$ cat src/rtl/afr_pkg.sv
package afr_pkg;

    typedef enum logic [1:0] {
        ST_IDLE,
        ST_LEAD,
        ST_SHIFT,
        ST_REST
    } afr_state_e;

endpackage

$ cat src/rtl/afr_tick.sv
// Periodic tick generator: fires once every PERIOD enabled cycles.
module afr_tick #(
    parameter int PERIOD = 44
) (
    input  logic clk,
    input  logic rst,
    input  logic en,
    output logic tick
);
    localparam int CW = (PERIOD > 1) ? $clog2(PERIOD) : 1;
    localparam logic [CW-1:0] LAST = CW'(PERIOD - 1);

    logic [CW-1:0] cnt_d, cnt_q;

    always_comb begin
        cnt_d = cnt_q;
        if (!en || cnt_q == LAST) begin
            cnt_d = '0;
        end else begin
            cnt_d = cnt_q + 1'b1;
        end
    end

    always_ff @(posedge clk) begin
        if (rst) begin
            cnt_q <= '0;
        end else begin
            cnt_q <= cnt_d;
        end
    end

    assign tick = en && (cnt_q == LAST);

endmodule

$ cat src/rtl/afr_shift_in.sv
// MSB-first serial-to-parallel register.
module afr_shift_in #(
    parameter int W = 16
) (
    input  logic         clk,
    input  logic         rst,
    input  logic         shift_en,
    input  logic         din,
    output logic [W-1:0] q
);
    logic [W-1:0] sh_d, sh_q;

    always_comb begin
        sh_d = sh_q;
        if (shift_en) begin
            sh_d = {sh_q[W-2:0], din};
        end
    end

    always_ff @(posedge clk) begin
        if (rst) begin
            sh_q <= '0;
        end else begin
            sh_q <= sh_d;
        end
    end

    assign q = sh_q;

endmodule

$ cat src/rtl/adc_frame_reader.sv
module adc_frame_reader
    import afr_pkg::*;
#(
    parameter int SYS_HZ      = 250_000_000,
    parameter int DATA_W      = 16,
    parameter int CONV_CLKS   = 5,
    parameter int FRAME_CLKS  = 22,
    parameter int HALF_DIV    = 44,
    parameter int CS_REST_CYC = 100,
    parameter int RATE_CYC    = 2500
) (
    input  logic              clk,
    input  logic              rst,
    input  logic              start_i,
    input  logic              auto_i,
    input  logic              sdo_i,
    output logic              cs_n_o,
    output logic              sclk_o,
    output logic              busy_o,
    output logic              valid_o,
    output logic [DATA_W-1:0] sample_o
);
    localparam int EW        = $clog2(FRAME_CLKS + 1);
    localparam int RW        = (CS_REST_CYC > 1) ? $clog2(CS_REST_CYC) : 1;
    localparam int FIRST_BIT = CONV_CLKS + 2;
    localparam int LAST_BIT  = CONV_CLKS + 1 + DATA_W;

    typedef struct packed {
        afr_state_e    state;
        logic          cs_n;
        logic          sclk;
        logic [EW-1:0] rises;
        logic [RW-1:0] rest_cnt;
        logic          pending;
        logic          valid;
    } regs_t;

    regs_t r_d, r_q;
    logic  div_en, half_tick, rate_tick, req, shift_en;

    assign div_en = (r_q.state == ST_LEAD) || (r_q.state == ST_SHIFT);

    afr_tick #(.PERIOD(HALF_DIV)) u_half (
        .clk  (clk),
        .rst  (rst),
        .en   (div_en),
        .tick (half_tick)
    );

    generate
        if (RATE_CYC > 0) begin : g_rate
            afr_tick #(.PERIOD(RATE_CYC)) u_rate (
                .clk  (clk),
                .rst  (rst),
                .en   (auto_i),
                .tick (rate_tick)
            );
        end else begin : g_norate
            assign rate_tick = 1'b0;
        end
    endgenerate

    afr_shift_in #(.W(DATA_W)) u_shift (
        .clk      (clk),
        .rst      (rst),
        .shift_en (shift_en),
        .din      (sdo_i),
        .q        (sample_o)
    );

    assign req = start_i || rate_tick;

    always_comb begin
        r_d      = r_q;
        r_d.valid = 1'b0;
        shift_en = 1'b0;
        case (r_q.state)
            ST_IDLE: begin
                if (req) begin
                    r_d.state = ST_LEAD;
                    r_d.cs_n  = 1'b0;
                    r_d.rises = '0;
                end
            end
            ST_LEAD: begin
                // select has been low for one half period: first rising edge
                if (half_tick) begin
                    r_d.sclk  = 1'b1;
                    r_d.rises = EW'(1);
                    r_d.state = ST_SHIFT;
                end
            end
            ST_SHIFT: begin
                if (half_tick) begin
                    if (r_q.sclk) begin
                        // falling edge: take the bit valid during this clock
                        r_d.sclk = 1'b0;
                        shift_en = (int'(r_q.rises) >= FIRST_BIT) &&
                                   (int'(r_q.rises) <= LAST_BIT);
                        if (r_q.rises == EW'(FRAME_CLKS)) begin
                            r_d.state    = ST_REST;
                            r_d.cs_n     = 1'b1;
                            r_d.valid    = 1'b1;
                            r_d.rest_cnt = '0;
                            r_d.pending  = 1'b0;
                        end
                    end else begin
                        r_d.sclk  = 1'b1;
                        r_d.rises = r_q.rises + 1'b1;
                    end
                end
            end
            ST_REST: begin
                if (req) begin
                    r_d.pending = 1'b1;
                end
                if (r_q.rest_cnt == RW'(CS_REST_CYC - 1)) begin
                    if (r_q.pending || req) begin
                        r_d.state   = ST_LEAD;
                        r_d.cs_n    = 1'b0;
                        r_d.rises   = '0;
                        r_d.pending = 1'b0;
                    end else begin
                        r_d.state = ST_IDLE;
                    end
                end else begin
                    r_d.rest_cnt = r_q.rest_cnt + 1'b1;
                end
            end
            default: r_d.state = ST_IDLE;
        endcase
    end

    always_ff @(posedge clk) begin
        if (rst) begin
            r_q <= '{state: ST_IDLE, cs_n: 1'b1, sclk: 1'b0, rises: '0,
                     rest_cnt: '0, pending: 1'b0, valid: 1'b0};
        end else begin
            r_q <= r_d;
        end
    end

    assign cs_n_o  = r_q.cs_n;
    assign sclk_o  = r_q.sclk;
    assign valid_o = r_q.valid;
    assign busy_o  = div_en || r_q.pending;

endmodule

$ cat config.mk
export PLATFORM = sky130hd
export DESIGN_NAME = adc_frame_reader
export DESIGN_NICKNAME = d
export VERILOG_FILES = /design/src/rtl/afr_pkg.sv /design/src/rtl/afr_tick.sv /design/src/rtl/afr_shift_in.sv /design/src/rtl/adc_frame_reader.sv
export SDC_FILE = /design/constraint.sdc
export NUM_CORES = 1
export LEC_CHECK = 0
export ABC_CLOCK_PERIOD_IN_PS = 3400
export CAP_MARGIN = 20
export CORE_MARGIN = 2
export CORE_UTILIZATION = 62
export CTS_CLUSTER_DIAMETER = 50
export DETAILED_ROUTE_END_ITERATION = 10
export DONT_BUFFER_PORTS = 1
export GPL_TIMING_DRIVEN = 0
export PLACE_DENSITY = 0.75
export SLEW_MARGIN = 40
export SYNTH_ARGS = -nofsm -noshare
export SYNTH_HDL_FRONTEND = slang
export SYNTH_SLANG_ARGS = --single-unit
$ cat constraint.sdc
create_clock -name clk -period 3.4 [get_ports clk]
set_clock_uncertainty 0.2 [all_clocks]
set_input_delay 0.34 -clock clk [delete_from_list [all_inputs] [get_ports clk]]
set_output_delay 0.34 -clock clk [all_outputs]
set_load 0.01 [all_outputs]
==> run_results.csv <==
group,metric,value,unit
clock_network,cts_tree,"done",
placed_design,placedCellCount,316,
timing,finalHoldViolations,0,
timing,min_period_over_period,87.4,%
timing,setup_viol,0,
floorplan,die-area,4430,um2
setup_path,slowest_delay,0.43,ns
clock_network,root_buffer,"clkbuf_8",
global_route,grtUsageMet2,34.6,%
layout,drive_gt1_share,6.50,%
floorplan,io_pins,25,
global_route,grt_use_met3,6.42,%
global_route,grt_pass1_vias,1595,
clock_network,post-cts-setup-buffers,0,
placed_design,dpl_worst_slack,0.495,ns
layout,fin_cells,325,
min_path,hp-class,"input port to register",
yosys,avgSynthCellArea,9.05,um2
global_route,grtUsageMet1,26.0,%
floorplan,initial_utilization,65.3,%
yosys,synthDistinctLibCells,46,
yosys,synthArstFlopShare,0,%
layout,final_cell_mix,"dfxtp_1 (52), nor2_1 (42), mux2i_1 (16)",
timing,maxSlewHeadroom,50.8,%
clock_network,htree_levels,2,
timing,worst_pin_slew,0.729,ns
clock_network,clock_path_buffers,2,
yosys,yosysSeqAreaShare,42.9,%
yosys,netlist_instances,268,
layout,fin_nets,291,
clock_network,cts_buffers,5,
global_route,grt_max_degree,18,
timing,fmax,336,MHz
clock_network,cts.clk_slew.worst_paths,0.09,ns
timing,fin_tns_setup,0,ns
yosys,synth_edf_count,0,
yosys,synth_nets,283,
floorplan,core,3720,um2
yosys,synthesis.area,2420,um2
global_route,grt-ovfl-total,0,
floorplan,rows,22,
routing,routedWlPerCell,13.6,um
yosys,synth-seq-cells,52,
routing,totalWireLength,4420,um
routing,first_pass_iters,4,
timing,grt_setup_unrepaired,"no",
placed_design,numPortBuffers,0,
setup_path,arrival,2.96,ns
routing,vias,1858,
layout,syn_to_final_growth,7.69,%
setup_path,cp_num_buf_inv,2,
setup_path,worstPathCellList,"inv_1, ha_1, nand4bb_1, nor2_1, nand3_1, clkbuf_1, mux2i_1, nor2_1",
setup_path,slowest_stage,"clkbuf_1",
setup_path,crit_cells,8,
routing,ant_nets,0,
clock_network,clkLatencyLatePin,0.31,ns
timing,setup_slack,0.427,ns
setup_path,timing.critical_path.fanout_max,10,
yosys,yosys_warnings,0,
global_route,grt_pass1_wl,7190,um
min_path,whs_path_depth,2,
layout,n_antenna_cell,0,
floorplan,die_h,66.5,um
layout,fill_cells,315,
setup_path,crit_path_frequent_cell,"nor2_1",
timing,slew_viol_final,0,
global_route,antenna_found_initial,0,
routing,drc_errors,0,
setup_path,crit_path_end_kind,"register",
setup_path,cp_data_required_time,3.39,ns
placed_design,dp_hpwl,3160,um
setup_path,critPathKind,"register to register",
routing,avgViaCountPerCell,5.72,
timing,layout_min_cycle_time,2.97,ns
global_route,track_usage,21.3,%
routing,drt_iter0_drc,85,
pwr,power_density,518,nW/um2
pwr,finalPower,1350,uW
floorplan,die_x,66.5,um
setup_path,cp-start-kind,"register",
clock_network,cts_num_sinks,52,
layout,multiInputGateArea,1320,um2
setup_path,r2r_cells,8,
pwr,vdd_drop_max,0.327,mV
placed_design,gp_congestion,0.816,
global_route,grt_busiest_layer,"met2",
pwr,power_leakage,0.00105,uW
setup_path,critPathTopFamily,"simple AND/OR/NAND/NOR gates",
outcome,status,"finished, final reports clean",
job,drv_cap,0,
yosys,ys.flop_type,"dfxtp_1",
layout,regArea,1040,um2
layout,final_common_cell,"dfxtp_1",
==> cell families after synthesis <==
| kind of cell | after synthesis | synth area share, % |
|---|---|---|
| AO/OA/AOI/OAI | 51 | 14.3 |
| adder cells (fa/ha/maj) | 10 | 5.16 |
| buffers and inverters | 18 | 2.79 |
| multiplexers | 16 | 6.60 |
| flip-flops | 52 | 42.9 |
| XOR/XNOR | 14 | 5.06 |
| AND/OR/NAND/NOR | 107 | 23.1 |
==> cell type report <==
| type | instances | share of cell area, % |
|---|---|---|
| Buffer | 7 | 1.01 |
| Sequential cell | 52 | 39.9 |
| Tap cell | 48 | 2.30 |
| Inverter | 11 | 1.58 |
| Timing Repair Buffer | 1 | 0.383 |
| Clock inverter | 3 | 1.82 |
| Multi-Input combinational cell | 198 | 50.4 |
| Clock buffer | 5 | 2.64 |
==> what timing repair did <==
action / 4_1_cts / 5_1_grt
hold buffers: 1 / 0
endpoints found under the hold margin: 1 / 0
gates resized for setup: 0 / 0
==> worst paths after layout <==
| check | start | to | slack [ns] |
|---|---|---|---|
| setup / recovery | r_q[16] | u_shift.q[0] | 0.43 |
| hold / removal | auto_i | g_rate.u_rate.cnt_q[11] | 0.02 |
| setup reg to reg | r_q[16] | u_shift.q[0] | 0.43 |
| hold reg to reg | u_half.cnt_q[0] | u_half.cnt_q[0] | 0.26 |
==> through the flow <==
step	cell area [um2]	utilization (%)	hold slack, ns
4_1_cts	2610	70.3	0.0124
3_3_place_gp	2480	66.9	0.232
2_1_floorplan	2420	-	0.218
5_1_grt	2610	70.3	0.0152
6_report	2610	70.3	0.0185
3_5_place_dp	2480	66.9	0.240
==> state kept, by name, summed over array words and instances, names as in the netlist <==
name,flops
sclk_o,1
g_rate.u_rate.cnt_q,12
u_shift.q,16
r_q,15
cs_n_o,1
u_half.cnt_q,6
valid_o,1
==> cells in the mapped netlist (all sizes together), types with 2 or more instances <==
cell type | n | area share, %
or3 | 7 | 1.8
xnor2 | 7 | 2.5
nor4b | 2 | 1.3
a21oi | 10 | 2.1
and2 | 2 | 0.52
o21a | 5 | 1.5
dfxtp | 52 | 43
o31ai | 5 | 1.8
o311ai | 4 | 1.4
nand4 | 3 | 0.77
mux2i | 16 | 6.6
xor2 | 7 | 2.5
nand3 | 15 | 3.1
nor2 | 42 | 6.5
ha | 10 | 5.2
nand2 | 15 | 2.3
clkbuf | 7 | 1.1
inv | 11 | 1.7
and3 | 5 | 1.3
o21ai | 13 | 2.7
or4b | 3 | 1.5
nor2b | 2 | 0.52
a21o | 2 | 0.62
nand2b | 2 | 0.52
or4 | 3 | 0.93
==> metal layers <==
layer | share of wire (%) | up-vias
met3 | 5.0 | 9
met1 | 48 | 843
met4 | 2.0 | 0
met5 | 0 | -
met2 | 45 | 35
li1 | - | 971
==> worst register-to-register path: cells and delay by family (launching register included) <==
family / cells / cell delay (ns)
buf+inv: 2 / 0.54
fa+ha+maj: 1 / 0.38
mux: 1 / 0.27
flops: 1 / 0.38
simple gates: 4 / 1.09
==> power breakdown <==
| part | switching, uW | leakage (uW) | internal (uW) |
|---|---|---|---|
| clock network | 205 | 0.0000583 | 222 |
| logic | 159 | 0.000568 | 105 |
| registers | 25.9 | 0.000420 | 636 |
(Power assumes the default switching activity.)
